## src/rtl/uart_regif_pkg.sv

```systemverilog
package uart_regif_pkg;

  typedef enum logic [3:0] {
    SEL_DATA,
    SEL_STAT,
    SEL_LINE,
    SEL_BAUDH,
    SEL_BAUDL,
    SEL_CTRL,
    SEL_FLAG,
    SEL_IIR,
    SEL_RXLVL,
    SEL_TXLVL,
    SEL_NONE
  } regSel_e;

  typedef struct packed {
    logic    wr;
    logic    rd;
    regSel_e sel;
  } busStrobe_t;

  // control register bit positions
  localparam int CTRL_EN   = 0;
  localparam int CTRL_MSIE = 3;
  localparam int CTRL_RXIE = 4;
  localparam int CTRL_TXIE = 5;
  localparam int CTRL_TOIE = 6;
  localparam int CTRL_LOOP = 7;

  // interrupt identification bit positions
  localparam int IRQ_MODEM = 0;
  localparam int IRQ_RX    = 1;
  localparam int IRQ_TX    = 2;
  localparam int IRQ_TOUT  = 3;

endpackage

```

## src/rtl/uart_regif_fifo.sv

```systemverilog
module uart_regif_fifo #(
  parameter int DEPTH = 16,
  parameter int WIDTH = 8,
  localparam int PW = (DEPTH > 1) ? $clog2(DEPTH) : 1,
  localparam int CW = $clog2(DEPTH + 1)
) (
  input  logic             clk,
  input  logic             rstN,
  input  logic             push,
  input  logic             pop,
  input  logic [WIDTH-1:0] wdata,
  output logic [WIDTH-1:0] head,
  output logic [CW-1:0]    count,
  output logic             full,
  output logic             empty
);

  logic [WIDTH-1:0] mem [DEPTH];
  logic [PW-1:0]    wrPtr;
  logic [PW-1:0]    rdPtr;
  logic             doPush;
  logic             doPop;

  assign full   = (count == CW'(DEPTH));
  assign empty  = (count == '0);
  assign doPush = push && !full;
  assign doPop  = pop && !empty;
  assign head   = mem[rdPtr];

  always_ff @(posedge clk) begin
    if (doPush) mem[wrPtr] <= wdata;
  end

  always_ff @(posedge clk or negedge rstN) begin
    if (!rstN) begin
      wrPtr <= '0;
      rdPtr <= '0;
      count <= '0;
    end else begin
      if (doPush) wrPtr <= (wrPtr == PW'(DEPTH - 1)) ? '0 : wrPtr + 1'b1;
      if (doPop)  rdPtr <= (rdPtr == PW'(DEPTH - 1)) ? '0 : rdPtr + 1'b1;
      case ({doPush, doPop})
        2'b10:   count <= count + 1'b1;
        2'b01:   count <= count - 1'b1;
        default: count <= count;
      endcase
    end
  end

endmodule

```

## src/rtl/uart_regif_ctrl.sv

```systemverilog
module uart_regif_ctrl
  import uart_regif_pkg::*;
#(
  parameter int ADDR_W = 6,
  localparam int WW = ADDR_W - 2
) (
  input  logic              busSel,
  input  logic              busWr,
  input  logic [ADDR_W-1:0] busAddr,
  output busStrobe_t        strobe,
  output logic              txPushReq,
  output logic              rxPopReq
);

  logic [WW-1:0] word;
  regSel_e       sel;

  assign word = busAddr[ADDR_W-1:2];

  always_comb begin
    case (word)
      WW'(0):  sel = SEL_DATA;
      WW'(1):  sel = SEL_STAT;
      WW'(2):  sel = SEL_LINE;
      WW'(3):  sel = SEL_BAUDH;
      WW'(4):  sel = SEL_BAUDL;
      WW'(5):  sel = SEL_CTRL;
      WW'(6):  sel = SEL_FLAG;
      WW'(7):  sel = SEL_IIR;
      WW'(14): sel = SEL_RXLVL;
      WW'(15): sel = SEL_TXLVL;
      default: sel = SEL_NONE;
    endcase
  end

  assign strobe.wr  = busSel && busWr;
  assign strobe.rd  = busSel && !busWr;
  assign strobe.sel = sel;

  assign txPushReq = strobe.wr && (sel == SEL_DATA);
  assign rxPopReq  = strobe.rd && (sel == SEL_DATA);

endmodule

```

## src/rtl/uart_regif_dp.sv

```systemverilog
module uart_regif_dp
  import uart_regif_pkg::*;
#(
  parameter int DEPTH  = 16,
  parameter int DATA_W = 8,
  localparam int CW = $clog2(DEPTH + 1)
) (
  input  logic              clk,
  input  logic              rstN,
  input  busStrobe_t        strobe,
  input  logic [31:0]       busWdata,
  output logic [31:0]       busRdata,
  input  logic [CW-1:0]     txCnt,
  input  logic [CW-1:0]     rxCnt,
  input  logic              txFull,
  input  logic              txEmpty,
  input  logic              rxFull,
  input  logic              rxEmpty,
  input  logic [DATA_W-1:0] rxHead,
  input  logic              rxPush,
  input  logic [2:0]        rxErr,
  input  logic              rxTimeout,
  input  logic              txShifting,
  input  logic              ctsIn,
  input  logic              dsrIn,
  input  logic              dcdIn,
  output logic [6:0]        lineCfg,
  output logic [15:0]       baudDiv,
  output logic              uartEn,
  output logic              loopback,
  output logic              irq
);

  logic [3:0]    statReg;
  logic [6:0]    lineReg;
  logic [7:0]    baudHi;
  logic [7:0]    baudLo;
  logic [7:0]    ctrlReg;
  logic [3:0]    iirReg;
  logic [CW-1:0] rxLvl;
  logic [CW-1:0] txLvl;
  logic [2:0]    mS1;
  logic [2:0]    mS2;
  logic          ctsS3;
  logic [7:0]    flags;
  logic [3:0]    statSet;
  logic [3:0]    iirSet;
  logic          statClr;
  logic          iirClr;
  logic [31:0]   rdVal;

  // modem line synchroniser, mS2 order {dcd, dsr, cts}
  always_ff @(posedge clk or negedge rstN) begin
    if (!rstN) begin
      mS1   <= '0;
      mS2   <= '0;
      ctsS3 <= 1'b0;
    end else begin
      mS1   <= {dcdIn, dsrIn, ctsIn};
      mS2   <= mS1;
      ctsS3 <= mS2[0];
    end
  end

  assign flags = {txEmpty, rxFull, txFull, rxEmpty,
                  (!txEmpty || txShifting), mS2[2], mS2[1], mS2[0]};

  // configuration registers
  always_ff @(posedge clk or negedge rstN) begin
    if (!rstN) begin
      lineReg <= '0;
      baudHi  <= '0;
      baudLo  <= '0;
      ctrlReg <= '0;
      rxLvl   <= '0;
      txLvl   <= '0;
    end else if (strobe.wr) begin
      case (strobe.sel)
        SEL_LINE:  lineReg <= busWdata[6:0];
        SEL_BAUDH: baudHi  <= busWdata[7:0];
        SEL_BAUDL: baudLo  <= busWdata[7:0];
        SEL_CTRL:  ctrlReg <= busWdata[7:0] & 8'hF9;
        SEL_RXLVL: rxLvl   <= busWdata[CW-1:0];
        SEL_TXLVL: txLvl   <= busWdata[CW-1:0];
        default:   ;
      endcase
    end
  end

  // sticky receive error capture
  assign statClr = strobe.wr && (strobe.sel == SEL_STAT);
  assign statSet = {rxPush && rxFull, rxPush ? rxErr : 3'b000};

  always_ff @(posedge clk or negedge rstN) begin
    if (!rstN)        statReg <= '0;
    else if (statClr) statReg <= '0;
    else              statReg <= statReg | statSet;
  end

  // interrupt sources
  always_comb begin
    iirSet = '0;
    iirSet[IRQ_MODEM] = ctrlReg[CTRL_MSIE] && (mS2[0] != ctsS3);
    iirSet[IRQ_RX]    = ctrlReg[CTRL_RXIE] && (rxCnt >= rxLvl);
    iirSet[IRQ_TX]    = ctrlReg[CTRL_TXIE] && (txCnt <= txLvl);
    iirSet[IRQ_TOUT]  = ctrlReg[CTRL_TOIE] && rxTimeout;
  end

  assign iirClr = strobe.wr && (strobe.sel == SEL_IIR) && (busWdata == '0);

  always_ff @(posedge clk or negedge rstN) begin
    if (!rstN)       iirReg <= '0;
    else if (iirClr) iirReg <= '0;
    else             iirReg <= iirReg | iirSet;
  end

  // read path
  always_comb begin
    rdVal = '0;
    case (strobe.sel)
      SEL_DATA:  rdVal[DATA_W-1:0] = rxEmpty ? '0 : rxHead;
      SEL_STAT:  rdVal[3:0]    = statReg;
      SEL_LINE:  rdVal[6:0]    = lineReg;
      SEL_BAUDH: rdVal[7:0]    = baudHi;
      SEL_BAUDL: rdVal[7:0]    = baudLo;
      SEL_CTRL:  rdVal[7:0]    = ctrlReg;
      SEL_FLAG:  rdVal[7:0]    = flags;
      SEL_IIR:   rdVal[3:0]    = iirReg;
      SEL_RXLVL: rdVal[CW-1:0] = rxLvl;
      SEL_TXLVL: rdVal[CW-1:0] = txLvl;
      default:   rdVal = '0;
    endcase
  end

  always_ff @(posedge clk or negedge rstN) begin
    if (!rstN)          busRdata <= '0;
    else if (strobe.rd) busRdata <= rdVal;
  end

  assign lineCfg  = lineReg;
  assign baudDiv  = {baudHi, baudLo};
  assign uartEn   = ctrlReg[CTRL_EN];
  assign loopback = ctrlReg[CTRL_LOOP];
  assign irq      = |iirReg;

endmodule

```

## src/rtl/uart_regif.sv

```systemverilog
module uart_regif
  import uart_regif_pkg::*;
#(
  parameter int DEPTH  = 16,
  parameter int DATA_W = 8,
  parameter int ADDR_W = 6,
  localparam int CW = $clog2(DEPTH + 1)
) (
  input  logic              clk,
  input  logic              rstN,
  input  logic              busSel,
  input  logic              busWr,
  input  logic [ADDR_W-1:0] busAddr,
  input  logic [31:0]       busWdata,
  output logic [31:0]       busRdata,
  output logic [DATA_W-1:0] txData,
  output logic              txEmpty,
  input  logic              txPop,
  input  logic              txShifting,
  input  logic [DATA_W-1:0] rxData,
  input  logic              rxPush,
  input  logic [2:0]        rxErr,
  input  logic              rxTimeout,
  input  logic              ctsIn,
  input  logic              dsrIn,
  input  logic              dcdIn,
  output logic [6:0]        lineCfg,
  output logic [15:0]       baudDiv,
  output logic              uartEn,
  output logic              loopback,
  output logic              irq
);

  busStrobe_t        strobe;
  logic              txPushReq;
  logic              rxPopReq;
  logic [CW-1:0]     txCnt;
  logic [CW-1:0]     rxCnt;
  logic              txFull;
  logic              rxFull;
  logic              rxEmpty;
  logic [DATA_W-1:0] rxHead;

  uart_regif_ctrl #(.ADDR_W(ADDR_W)) u_ctrl (
    .busSel    (busSel),
    .busWr     (busWr),
    .busAddr   (busAddr),
    .strobe    (strobe),
    .txPushReq (txPushReq),
    .rxPopReq  (rxPopReq)
  );

  uart_regif_fifo #(.DEPTH(DEPTH), .WIDTH(DATA_W)) u_txFifo (
    .clk   (clk),
    .rstN  (rstN),
    .push  (txPushReq),
    .pop   (txPop),
    .wdata (busWdata[DATA_W-1:0]),
    .head  (txData),
    .count (txCnt),
    .full  (txFull),
    .empty (txEmpty)
  );

  uart_regif_fifo #(.DEPTH(DEPTH), .WIDTH(DATA_W)) u_rxFifo (
    .clk   (clk),
    .rstN  (rstN),
    .push  (rxPush),
    .pop   (rxPopReq),
    .wdata (rxData),
    .head  (rxHead),
    .count (rxCnt),
    .full  (rxFull),
    .empty (rxEmpty)
  );

  uart_regif_dp #(.DEPTH(DEPTH), .DATA_W(DATA_W)) u_dp (
    .clk        (clk),
    .rstN       (rstN),
    .strobe     (strobe),
    .busWdata   (busWdata),
    .busRdata   (busRdata),
    .txCnt      (txCnt),
    .rxCnt      (rxCnt),
    .txFull     (txFull),
    .txEmpty    (txEmpty),
    .rxFull     (rxFull),
    .rxEmpty    (rxEmpty),
    .rxHead     (rxHead),
    .rxPush     (rxPush),
    .rxErr      (rxErr),
    .rxTimeout  (rxTimeout),
    .txShifting (txShifting),
    .ctsIn      (ctsIn),
    .dsrIn      (dsrIn),
    .dcdIn      (dcdIn),
    .lineCfg    (lineCfg),
    .baudDiv    (baudDiv),
    .uartEn     (uartEn),
    .loopback   (loopback),
    .irq        (irq)
  );

endmodule

```

## config.mk

```make
export PLATFORM = sky130hd
export DESIGN_NAME = uart_regif
export DESIGN_NICKNAME = d
export VERILOG_FILES = /design/src/rtl/uart_regif_pkg.sv /design/src/rtl/uart_regif_fifo.sv /design/src/rtl/uart_regif_ctrl.sv /design/src/rtl/uart_regif_dp.sv /design/src/rtl/uart_regif.sv
export SDC_FILE = /design/constraint.sdc
export NUM_CORES = 1
export LEC_CHECK = 0
export BUFFER_PORTS_ARGS = -buffer_cell sky130_fd_sc_hd__buf_2
export CORE_MARGIN = 3
export CORE_UTILIZATION = 60
export CTS_BUF_LIST = sky130_fd_sc_hd__clkbuf_4
export DETAILED_ROUTE_END_ITERATION = 16
export HOLD_SLACK_MARGIN = 0.15
export PLACE_DENSITY = 0.84
export SKIP_CTS_REPAIR_TIMING = 1
export SLEW_MARGIN = 20
export SYNTH_ARGS = -nofsm -noshare
export SYNTH_HDL_FRONTEND = slang
export SYNTH_SLANG_ARGS = --single-unit
```

## constraint.sdc

```tcl
create_clock -name clk -period 3.3 [get_ports clk]
set_input_delay 0.165 -clock clk [delete_from_list [all_inputs] [get_ports clk]]
set_output_delay 0.165 -clock clk [all_outputs]
set_load 0.005 [all_outputs]
```

### Word-level counts from Yosys, hierarchy flattened

Memory sizes are Yosys's and may differ from the RTL's.
Cells that the tools add are included.
Widths: inputs -> output; s select.

| cells by class | value |
|---|---|
| add/sub/neg operators | 8 |
| $lt $le $gt $ge | 2 |
| eq/ne operators | 20 |
| mux-type cells | 18 |
| bitwise gates (word level) | 2 |
| reduce and logical (&&, ||, !) cells | 35 |

Operator list:

| operator | count |
|---|---|
| $pmux 4 s10 | 1 |
| $logic_not 32->1 | 1 |
| $eq 4x4->1 const B | 6 |
| $mux 4 | 6 |
| $pmux 5 s2 | 2 |
| $add 4x1->4 const B | 4 |
| $eq 4x3->1 const B | 4 |
| $logic_and 1x1->1 | 16 |
| $pmux 2 s6 | 1 |
| $reduce_and 2->1 | 6 |
| $add 5x1->5 const B | 2 |
| $eq 5x5->1 const B | 2 |
| $logic_not 5->1 | 2 |
| $sub 5x1->5 const B | 2 |
| $eq 4x2->1 const B | 2 |
| $mux 8 | 1 |
| $or 4x4->4 | 2 |
| $pmux 1 s8 | 1 |
| $ge 5x5->1 | 1 |
| $le 5x5->1 | 1 |
| $logic_not 1->1 | 5 |
| $pmux 1 s5 | 1 |
| $eq 2x1->1 const B | 2 |
| $eq 2x2->1 const B | 2 |
| other kinds (8) | 12 |

| storage, ports and cells | value |
|---|---|
| flip-flop bits (word level) | 88 |
| memory bits (writable) | 256 |
| ROM bits | 64 |
| bits of input ports | 60 |
| output and inout bits | 67 |
| logic and storage cells | 106 |
| memories | 3 |

Memory list:

| name | words | bits a word | read ports | clocked after Yosys merged registers in | wr ports | line | source |
|---|---|---|---|---|---|---|---|
| u_rxFifo.mem | 16 | 8 | 1 | 0 | 1 | uart_regif_fifo.sv:18 | `logic [WIDTH-1:0] mem [DEPTH];` |
| u_txFifo.mem | 16 | 8 | 1 | 0 | 1 | uart_regif_fifo.sv:18 |  |
| (no name shown) | 16 | 4 | 1 | 0 | 0 | uart_regif_ctrl.sv:21 | `case (word)` |

### Logic depth before layout (Yosys ltp)

Gate-level depths: netlist of the first run.

| depth | value |
|---|---|
| depth after elaboration | 6 |
| gate-level depth with buffers | 15 |
| depth with buffers taken out | 12 |

### Modules after synthesis

From an unflattened synthesis of the first run, not the netlist that was laid out.

| unflattened totals | value |
|---|---|
| cell total of the unflattened synthesis | 955 |
| area, all modules | 15046.9 µm² |

By module, submodules not included:

| module | times used | cells an instance | area an instance (µm²) | sequential area each (µm²) |
|---|---|---|---|---|
| uart_regif_fifo | 2 | 311 | 5765.5 | 4169.0 |
| uart_regif_dp | 1 | 322 | 3439.5 | 1551.5 |
| uart_regif_ctrl | 1 | 11 | 76.3 | 0.0 |

### Worst setup path before layout of the first run

OpenSTA, ideal clock, no wires.

| timing path | value |
|---|---|
| path type | register -> register |
| start point | register u_rxFifo.count[1] |
| end point | register u_rxFifo.count[4] |
| library setup time | 0.079 ns |
| arrival time | 2.856 ns |
| data required time | 3.221 ns |
| path slack | 0.365 ns |
| stages on the path, launching flop included | 15 |
| path buffers | 2 |
| period minus slack after synthesis | 2.935 ns |
| cells stage by stage | dfrtp_1 -> buf_6 -> or4_4 -> o211a_4 -> nand2b_4 -> inv_2 -> ha_1 -> clkbuf_1 -> xor2_1 -> ha_1 -> o21a_1 -> o21ai_0 -> nand3b_1 -> a21oi_1 -> xor2_1 |

| between the ends | value |
|---|---|
| cells in the longest elaborated chain, start to end | 5 |
| elaborated cells between the ends (all ways) | 12 |
| classes of those cells | add/sub (2); eq/ne (3); mux (1); reduce/logical (6) |

Ends and longest elaborated chain:

| what | line | source |
|---|---|---|
| from (decl) | uart_regif_fifo.sv:13 | `output logic [CW-1:0] count,` |
| from (signal assigned) | uart_regif_fifo.sv:43 | `2'b10: count <= count + 1'b1;` |
| from (signal assigned) | uart_regif_fifo.sv:44 | `2'b01: count <= count - 1'b1;` |
| from (signal assigned) | uart_regif_fifo.sv:45 | `default: count <= count;` |
| $logic_not 5->1 * | uart_regif_fifo.sv:25 | `assign empty = (count == '0);` |
| $logic_not 1->1 * | uart_regif_fifo.sv:27 | `assign doPop = pop && !empty;` |
| $logic_and 1x1->1 * | uart_regif_fifo.sv:27 |  |
| net u_rxFifo.doPop | uart_regif_fifo.sv:22 | `logic doPop;` |
| $eq 2x1->1 or $eq 2x2->1 (tied branches) | uart_regif_fifo.sv:42 | `case ({doPush, doPop})` |
| $pmux 5 s2 or $reduce_bool 2->1 (tied branches) | -- |  |

The timed path passes the listed nets; every way through them passes the cells marked *.
A chain may end at the register's enable or synchronous reset.

### Final worst setup path of the first run

| timing path | value |
|---|---|
| start point | register u_rxFifo.count[2] |
| end point | register u_rxFifo.count[4] |

The elaborated chain is that of the path after synthesis.

==> impl_metrics.py, run 1 <==
metrics = {
    "layout": {
        "drive_above_1_share_pct": 28.5,
        "fin_cells": 1599,
        "fin_util_pct": 71.1,
        "syn_to_final_growth_pct": 15.5,
        "layout.nets": 1298,
    },
    "setup_path": {
        "critical_path_class": "register to register",
        "crit_start": "u_rxFifo.count[2]",
        "cp_max_fo": 9,
        "cp_data_required_time_ns": 3.91,
        "critPathLaunchType": "register",
        "crit_arrival_ns": 3.75,
        "reg2reg_depth": 12,
        "crit_path_end_kind": "register",
        "reg2reg_from": "u_rxFifo.count[2]",
    },
    "global_routing": {
        "grt_start_max_net_pins": 74,
        "grt_pass1_vias": 9656,
        "grt_first_pass_wirelength_mm": 52.8,
        "antenna_found_initial": 1,
        "grt_overflow": 0,
        "grt_usage_pct": 25.8,
    },
    "sta": {
        "slew_viol_final": 0,
        "min_period_ns": 3.13,
        "finClkSkew_ns": 0.0632,
        "worst_slew_pin_slew_ns": 0.949,
        "fmax_mhz": 319,
        "slew_headroom_pct": 36.2,
        "hold_viol": 0,
        "fin_ws_ns": 0.166,
        "holdWs_ns": 0.156,
        "period_share_pct": 95.0,
        "finalSetupViolCount": 0,
    },
    "synth": {
        "ys_top_cells_by_area": "edfxtp_1, dfrtp_1, mux4_2, mux2i_1, mux2_2",
        "synth-seq-cells": 344,
        "synth-edff-count": 256,
        "yosys.area.top_type_share_pct": 50.9,
        "synth.yosys.warnings": 0,
        "synth_commonest_cells": "edfxtp_1, dfrtp_1, nand2_1",
        "synth_ff_type": "edfxtp_1",
        "yosysTopAreaCell": "edfxtp_1",
        "syn_inst": 995,
        "post-synth-top-count-cell": "edfxtp_1",
        "ys_types": 67,
        "syn_area_sq_um": 15100,
        "yosysSeqAreaShare_pct": 65.5,
        "synth_async_sr_flop_share_pct": 25.6,
        "synth_area_per_cell_sq_um": 15.2,
    },
    "floorplanning": {
        "io_pins": 127,
        "initial_utilization_pct": 61.6,
        "die_h_microns": 165,
        "core_area_sq_um": 24500,
        "die_area_sq_um": 27100,
        "rows": 57,
        "dieWidth_microns": 165,
    },
    "job": {
        "cap_violations": 0,
    },
    "routing": {
        "wl_mm": 35.5,
        "wl_per_cell_microns": 22.2,
        "dr.pass1.iters": 5,
        "viasPerCell": 6.06,
        "route.detailed.drc": 0,
        "final_antenna_net_count": 0,
        "drt_iter0_drc": 1132,
        "dr_total_vias": 9697,
    },
    "placed_design": {
        "placed_cells": 1398,
        "gp_congestion": 0.938,
        "preCtsSetupSlack_ns": 0.194,
        "dp_hpwl_mm": 22.7,
        "portBuffers": 100,
    },
    "clock_tree": {
        "clock-sinks": 344,
        "insertion_delay_ns": 0.70,
        "cts_htree_levels": 3,
        "root_buffer": "clkbuf_4",
        "clkSlewWorstSetupHoldPaths_ns": 0.07,
        "numCtsBuffers": 85,
        "cts_tree": "done",
        "cts_buffer_depth": 3,
    },
    "power_and_ir_drop": {
        "power.leakage_nw": 6.61,
        "p_int_mw": 8.27,
        "power.total_mw": 12.0,
        "p_per_area_nw_per_um2": 687,
        "power_frac_seq_pct": 46.5,
        "clkPwrFrac_pct": 29.2,
        "p_sw_share_pct": 31.0,
        "switching_power_mw": 3.71,
        "pwr-share-comb_pct": 24.3,
        "ir_drop_mv": 0.433,
    },
    "worst_hold_path": {
        "holdCritPathClass": "input pin to asynchronous set/reset pin",
    },
    "outcome": {
        "status": "completed",
    },
}
==> layout by cell type, fill, tap and decap left out, types with 16 or more instances in the layout <==
cell,n
buf_2,99
dlygate4sd3_1,49
conb_1,24
clkinv_1,18
dfrtp_1,86
nand2_1,62
edfxtp_1,256
nand3_1,16
mux4_2,45
clkbuf_4,126
mux2_2,38
nor4_1,18
a21oi_1,21
nor2_1,56
inv_1,24
buf_4,29
o21ai_0,37
mux2i_1,52
a221oi_1,19
ha_1,28
==> worst max-delay path: stages (launching register included) <==
cell and delay (ns):
dfrtp_1 0.49, or4_4 0.53, o211a_4 0.30, nand2b_4 0.11, inv_2 0.07, ha_1 0.31, xor2_1 0.19, ha_1 0.23
o21a_1 0.18, o21ai_0 0.20, nand3b_1 0.12, a21oi_1 0.17, xor2_1 0.15
==> sequential cells by signal, summed over array words and instances, names as in the netlist <==
register	count
u_dp.mS1	3
u_dp.statReg	4
u_dp.ctsS3	1
u_rxFifo.mem	128
u_dp.rxLvl	5
u_dp.baudHi	8
u_txFifo.mem	128
u_dp.txLvl	5
u_txFifo.count	5
u_rxFifo.wrPtr	4
u_rxFifo.rdPtr	4
u_dp.baudLo	8
u_dp.busRdata	8
u_dp.iirReg	4
u_dp.lineCfg	7
u_dp.mS2	3
u_rxFifo.count	5
u_txFifo.wrPtr	4
u_txFifo.rdPtr	4
u_dp.ctrlReg	6
==> cell type report <==
type,instances,area [sq um]
antenna,1,2.50
clock buffer,126,946
clock inverter,25,135
fill,1578,7100
inverter,25,93.8
multi-input combinational,576,4740
sequential,344,9890
tap,324,405
timing repair buffer,178,1220
==> power groups by stage <==
stage                     clock [mW]  combinational, mW  sequential (mW)
after global placement             0               2.71             5.62
after CTS                       3.55               2.85             5.56
after floorplan                    0               2.19             5.34
final                           3.50               2.91             5.57
after detailed placement           0               2.82             5.64
after global routing            3.82               3.18             5.63
==> final timing paths <==
check / slack, ns / end
setup / recovery: 0.17 / u_rxFifo.count[4]
hold / removal: 0.16 / u_dp.mS1[2]
setup reg to reg: 0.17 / u_rxFifo.count[4]
hold reg to reg: 0.35 / u_dp.mS2[1]
max in group asynchronous: 2.40 / u_dp.baudHi[5]
min in group clk: 0.17 / u_dp.statReg[3]
==> through the flow <==
step | setup TNS (ns) | instance area [sq um]
after floorplan | 0 | 15200
after global placement | 0 | 15900
after global routing | -0.00778 | 17400
after CTS | 0 | 16900
final | 0 | 17400
after detailed placement | 0 | 15900
==> routing by layer <==
metal,track usage (%),vias up,part of all wire [%]
met5,0,-,0
met4,10.6,0,3.0
met3,6.07,92,8.3
met2,42.1,484,50
met1,33.7,4820,38
li1,-,4301,-
==> cell families after synthesis <==
family,synth area share (%)
compound gates,6.94
xor+xnor,1.04
fa+ha+maj,2.32
buf+inv,3.73
flops,65.5
mux,13.0
other cells,0.0248
simple gates,7.47
(Power assumes the default switching activity.)
==> run 2: changes to the inputs <==
--- a/config.mk
+++ b/config.mk
@@ -7,12 +7,11 @@
 export LEC_CHECK = 0
 export BUFFER_PORTS_ARGS = -buffer_cell sky130_fd_sc_hd__buf_2
 export CORE_MARGIN = 3
-export CORE_UTILIZATION = 60
+export CORE_UTILIZATION = 62
 export CTS_BUF_LIST = sky130_fd_sc_hd__clkbuf_4
 export DETAILED_ROUTE_END_ITERATION = 16
 export HOLD_SLACK_MARGIN = 0.15
-export PLACE_DENSITY = 0.84
-export SKIP_CTS_REPAIR_TIMING = 1
+export PLACE_DENSITY = 0.86
 export SLEW_MARGIN = 20
 export SYNTH_ARGS = -nofsm -noshare
 export SYNTH_HDL_FRONTEND = slang
==> run 2 against run 1 <==
  * Power grew 0.50%
  * Cell area increased by 1.1%
  * Routed wire length rose by 6.9%
  * Sequential cell count is the same
  * Final cell count is 0.88% higher
  * Non-clock buffer count rose by 24
==> impl_metrics.py, run 2 (synthesis gave the netlist of run 1 again) <==
metrics = {
    "outcome": {
        "status": "completed",
    },
    "global_routing": {
        "grt_pass1_vias": 10400,
        "grt_overflow": 0,
        "grt_first_pass_wirelength_mm": 57.3,
        "antenna_found_initial": 2,
        "grt_usage_pct": 28.8,
        "grt_start_max_net_pins": 54,
    },
    "layout": {
        "layout_common_cells": "edfxtp_1, clkbuf_4, buf_2",
        "final_common_cell": "edfxtp_1",
        "reg.largest.list": "u_rxFifo.mem (128), u_txFifo.mem (128)",
        "syn_to_final_growth_pct": 16.8,
        "layout.nets": 1322,
        "fin_util_pct": 74.5,
        "drive_above_1_share_pct": 28.4,
        "final_cell_area_sq_um": 17600,
    },
    "sta": {
        "finClkSkew_ns": 0.0273,
        "slew_headroom_pct": 40.1,
        "fmax_mhz": 315,
        "slew_viol_final": 0,
        "period_share_pct": 96.1,
        "holdWs_ns": 0.351,
        "worst_slew_pin_slew_ns": 0.895,
        "finalSetupViolCount": 0,
        "min_period_ns": 3.17,
        "fin_ws_ns": 0.128,
        "hold_viol": 0,
    },
    "floorplanning": {
        "die_area_sq_um": 26300,
        "rows": 56,
        "core_area_sq_um": 23700,
        "io_pins": 127,
        "initial_utilization_pct": 63.8,
        "dieWidth_microns": 162,
        "die_h_microns": 162,
    },
    "worst_hold_path": {
        "worstHoldStart": "u_dp.mS1[0]",
        "holdCritPathClass": "register to register",
        "min_path_cells": 0,
        "min_to": "u_dp.mS2[0]",
    },
    "clock_tree": {
        "clock-sinks": 344,
        "root_buffer": "clkbuf_4",
        "cts_buffer_depth": 3,
        "cts_tree": "done",
        "numCtsBuffers": 85,
        "cts_setup_buffers": 0,
        "cts_htree_levels": 3,
        "insertion_delay_ns": 0.69,
        "clkSlewWorstSetupHoldPaths_ns": 0.07,
    },
    "power_and_ir_drop": {
        "power.leakage_nw": 6.70,
        "ir_drop_mv": 0.573,
        "clkPwrFrac_pct": 28.2,
        "power.total_mw": 12.0,
        "p_int_mw": 8.22,
        "p_per_area_nw_per_um2": 683,
        "power_frac_seq_pct": 46.1,
        "switching_power_mw": 3.82,
        "p_sw_share_pct": 31.7,
        "pwr-share-comb_pct": 25.7,
    },
    "setup_path": {
        "critical_path_class": "input pin to register",
        "reg2reg_from": "u_rxFifo.count[0]",
        "slowest_delay_ns": 0.62,
        "critPathLaunchType": "input pin",
        "crit_start": "busAddr[5]",
        "critical-path-slowest-cell": "dlygate4sd3_1",
        "path_cells": "dlygate4sd3_1, buf_2, buf_4, nand2b_1, nor2_1, nand4_1, dlygate4sd3_1, or4_1, dlygate4sd3_1, and3_1",
        "rrSetupSlack_ns": 0.13,
        "crit_path_end_kind": "register",
        "reg2reg_depth": 12,
        "cp_data_required_time_ns": 3.86,
        "crit_arrival_ns": 3.73,
        "cp_max_fo": 22,
        "crit_top_cell": "dlygate4sd3_1",
        "rr_endpoint": "u_rxFifo.count[4]",
    },
    "routing": {
        "dr.pass1.iters": 5,
        "wl_mm": 37.9,
        "wl_per_cell_microns": 23.5,
        "final_antenna_net_count": 0,
        "dr_total_vias": 10100,
        "route.detailed.drc": 0,
        "drt_iter0_drc": 1147,
        "viasPerCell": 6.26,
    },
    "job": {
        "cap_violations": 0,
    },
    "placed_design": {
        "preCtsSetupSlack_ns": 0.258,
        "dpl-instance-area_sq_um": 15900,
        "dp_hpwl_mm": 23.2,
        "gp_congestion": 0.968,
        "portBuffers": 100,
    },
}
==> run 2: layout make-up <==
cell class,instances,area [sq um]
Antenna cell,1,2.50
Fill cell,1388,6050
Tap cell,319,399
Multi-Input combinational cell,576,4750
Clock inverter,29,143
Clock buffer,117,878
Sequential cell,344,9890
Timing Repair Buffer,202,1470
Inverter,25,93.8
==> run 2: metal layers <==
metal | GRT usage [%] | vias up | wire length (microns) | part of all wire (%)
li1 | - | 4337 | - | -
met1 | 37.4 | 4943 | 14200 | 37
met2 | 47.3 | 672 | 18700 | 49
met3 | 6.86 | 138 | 3660 | 9.7
met4 | 11.9 | 0 | 1340 | 3.5
met5 | 0 | - | 0 | 0
==> run 2: how the worst max path moves through the flow <==
stage	to	slack, ns	cells past startpoint
floorplan	u_rxFifo.count[4]	0.36	14
global placement	u_rxFifo.count[4]	0.33	12
detailed placement	u_rxFifo.count[4]	0.26	12
CTS	u_rxFifo.count[4]	0.18	12
global route	u_rxFifo.count[4]	-0.02	12
finish	u_dp.iirReg[2]	0.13	10
==> run 2: power by group through the flow <==
stage	Clock [mW]	Combinational (mW)	Sequential, mW
floorplan	0	2.19	5.34
global placement	0	2.82	5.56
detailed placement	0	2.94	5.59
CTS	3.40	3.04	5.50
global route	3.68	3.36	5.59
finish	3.39	3.09	5.55
==> run 2: critical path: cells and delay by family <==
kind          cells  cell delay [ns]
buf+inv           5             2.07
simple gates      5             1.49
==> run 2: through the flow <==
| step | cells | TNS [ns] |
|---|---|---|
| global route | 1613 | -0.0163 |
| detailed placement | 1403 | 0 |
| global placement | 1403 | 0 |
| CTS | 1612 | 0 |
| floorplan | 1018 | 0 |
| finish | 1613 | 0 |
==> run 2: repair_timing <==
action / in CTS / in global routing
resized for setup: 0 / 5
endpoints found under the hold margin: 412 / 0
endpoints found under the setup margin: 0 / 1
hold buffers: 63 / 0
==> run 3: changes to the inputs <==
--- a/config.mk
+++ b/config.mk
@@ -7,12 +7,13 @@
 export LEC_CHECK = 0
 export BUFFER_PORTS_ARGS = -buffer_cell sky130_fd_sc_hd__buf_2
 export CORE_MARGIN = 3
-export CORE_UTILIZATION = 62
+export CORE_UTILIZATION = 53
 export CTS_BUF_LIST = sky130_fd_sc_hd__clkbuf_4
 export DETAILED_ROUTE_END_ITERATION = 16
 export HOLD_SLACK_MARGIN = 0.15
-export PLACE_DENSITY = 0.86
+export PLACE_DENSITY = 0.76
 export SLEW_MARGIN = 20
 export SYNTH_ARGS = -nofsm -noshare
 export SYNTH_HDL_FRONTEND = slang
 export SYNTH_SLANG_ARGS = --single-unit
+export TNS_END_PERCENT = 1
==> run 3 against run 2 <==
  * Sequential power about the same
  * Power shrank 0.25%
  * Utilization shrank 11 points
  * Sequential cell count is the same
  * Die area grew 16%
  * Maximum frequency rose by 2.2%
  * Critical path type is now register to register
==> impl_metrics.py, run 3 (synthesis gave the netlist of run 1 again) <==
metrics = {
    "sta": {
        "hold_viol": 0,
        "rsz0062_at_grt": "false",
        "finalSetupViolCount": 0,
        "setup_tns_ns": 0,
        "min_period_ns": 3.10,
        "slew_headroom_pct": 37.4,
        "worst_slew_pin_slew_ns": 0.939,
        "fmax_mhz": 322,
        "finClkSkew_ns": 0.0429,
        "slew_viol_final": 0,
        "period_share_pct": 94.0,
    },
    "routing": {
        "dr.pass1.iters": 6,
        "wl_mm": 35.9,
        "viasPerCell": 5.87,
        "wl_per_cell_microns": 21.6,
        "drt_iter0_drc": 1112,
        "dr_total_vias": 9749,
        "route.detailed.drc": 0,
        "final_antenna_net_count": 0,
    },
    "global_routing": {
        "grt_first_pass_wirelength_mm": 55.7,
        "grt_usage_pct": 23.6,
        "grt_overflow": 0,
        "grt_pass1_vias": 9850,
        "grt_start_max_net_pins": 61,
        "antenna_found_initial": 1,
    },
    "floorplanning": {
        "io_pins": 127,
        "dieWidth_microns": 175,
        "die_area_sq_um": 30600,
        "core_area_sq_um": 27900,
        "initial_utilization_pct": 54.1,
        "die_h_microns": 175,
        "rows": 61,
    },
    "layout": {
        "syn_to_final_growth_pct": 16.7,
        "reg.largest.list": "u_rxFifo.mem (128), u_txFifo.mem (128)",
        "drive_above_1_share_pct": 28.7,
        "layout.nets": 1313,
        "layout_common_cells": "edfxtp_1, clkbuf_4, buf_2",
        "fin_util_pct": 63.1,
        "final_common_cell": "edfxtp_1",
        "fillerInstances": 2068,
    },
    "placed_design": {
        "gp_congestion": 0.907,
        "portBuffers": 100,
        "dp_hpwl_mm": 23.1,
    },
    "setup_path": {
        "critPathLaunchType": "register",
        "cp_max_fo": 9,
        "cp_data_required_time_ns": 3.89,
        "reg2reg_depth": 12,
        "crit_path_end_kind": "register",
        "crit_arrival_ns": 3.69,
        "critical_path_class": "register to register",
    },
    "worst_hold_path": {
        "min_path_cells": 4,
        "holdCritPathClass": "input pin to register",
    },
    "clock_tree": {
        "root_buffer": "clkbuf_4",
        "cts_tree": "done",
        "clkSlewWorstSetupHoldPaths_ns": 0.07,
        "clock-sinks": 344,
        "insertion_delay_ns": 0.70,
        "cts_htree_levels": 3,
        "cts_buffer_depth": 3,
        "numCtsBuffers": 84,
        "cts_setup_buffers": 0,
    },
    "job": {
        "cap_violations": 0,
    },
    "power_and_ir_drop": {
        "power.leakage_nw": 6.67,
        "ir_drop_mv": 0.520,
        "power.total_mw": 12.0,
        "p_per_area_nw_per_um2": 681,
    },
    "outcome": {
        "status": "completed",
    },
}
-- run 3: cell count changes in the layout (fill, tap and decap cells not counted), moves of 2 or more --
cell           previous run  this run
clkinv_1                 23        15
dlygate4sd3_1            62        57
clkbuf_4                117       121
buf_12                    2         0
dfrtp_1                  84        86
dfrtp_2                   4         2
inv_6                     0         2
-- run 3: path summary, 6_finish.rpt --
check	startpoint	endpoint	slack (ns)
setup / recovery	u_rxFifo.count[2]	u_rxFifo.count[4]	0.20
hold / removal	busAddr[4]	u_dp.busRdata[2]	0.22
setup reg to reg	u_rxFifo.count[2]	u_rxFifo.count[4]	0.20
hold reg to reg	u_dp.mS1[1]	u_dp.mS2[1]	0.35
max in group asynchronous	rstN	u_txFifo.rdPtr[0]	1.06
min in group asynchronous	rstN	u_dp.mS1[2]	0.64
-- run 3: cell type report --
type,instances,area (sq um),area share [%]
inverter,25,93.8,0.532
tap,378,473,2.68
clock buffer,121,908,5.15
clock inverter,23,159,0.902
multi-input combinational,576,4740,26.9
timing repair buffer,194,1350,7.67
antenna,1,2.50,0.0142
sequential,344,9890,56.1
-- run 3: repair_timing --
item / 4_1_cts / 5_1_grt
hold buffers: 57 / 0
setup endpoints to repair: 0 / 1
gates resized for setup: 0 / 1
hold endpoints to repair: 390 / 0
-- run 3: through the flow --
step | hold WS, ns | setup WS [ns] | instances | cell area (sq um)
CTS | 0.160 | 0.237 | 1661 | 17600
finish | 0.224 | 0.198 | 1662 | 17600
floorplan | -0.131 | 0.365 | 1018 | 15200
global placement | 0.274 | 0.322 | 1460 | 16000
global route | 0.203 | 0.00133 | 1662 | 17600
detailed placement | 0.274 | 0.268 | 1460 | 16000
-- run 3: critical path, cell delays in order (launching register included) --
cell and delay, ns:
dfrtp_1 0.49, or4_4 0.53, o211a_4 0.29, nand2b_4 0.11, inv_2 0.08, ha_1 0.31, xor2_1 0.18, ha_1 0.23
o21a_1 0.17, o21ai_0 0.19, nand3b_1 0.11, a21oi_1 0.16, xor2_1 0.15
-- run 3: layer usage --
layer / global-route usage [%] / routed length, microns / vias up
met5: 0 / 0 / -
met4: 8.51 / 922 / 0
met3: 5.41 / 3060 / 78
met2: 38.2 / 17600 / 501
met1: 31.7 / 14400 / 4848
li1: - / - / 4322
-- run 3: report_power, final --
part | leakage, nW | internal [mW] | switching (mW)
clock network | 0.630 | 1.85 | 1.64
logic | 2.67 | 1.38 | 1.59
registers | 3.37 | 5.07 | 0.474
total | 6.67 | 8.29 | 3.71
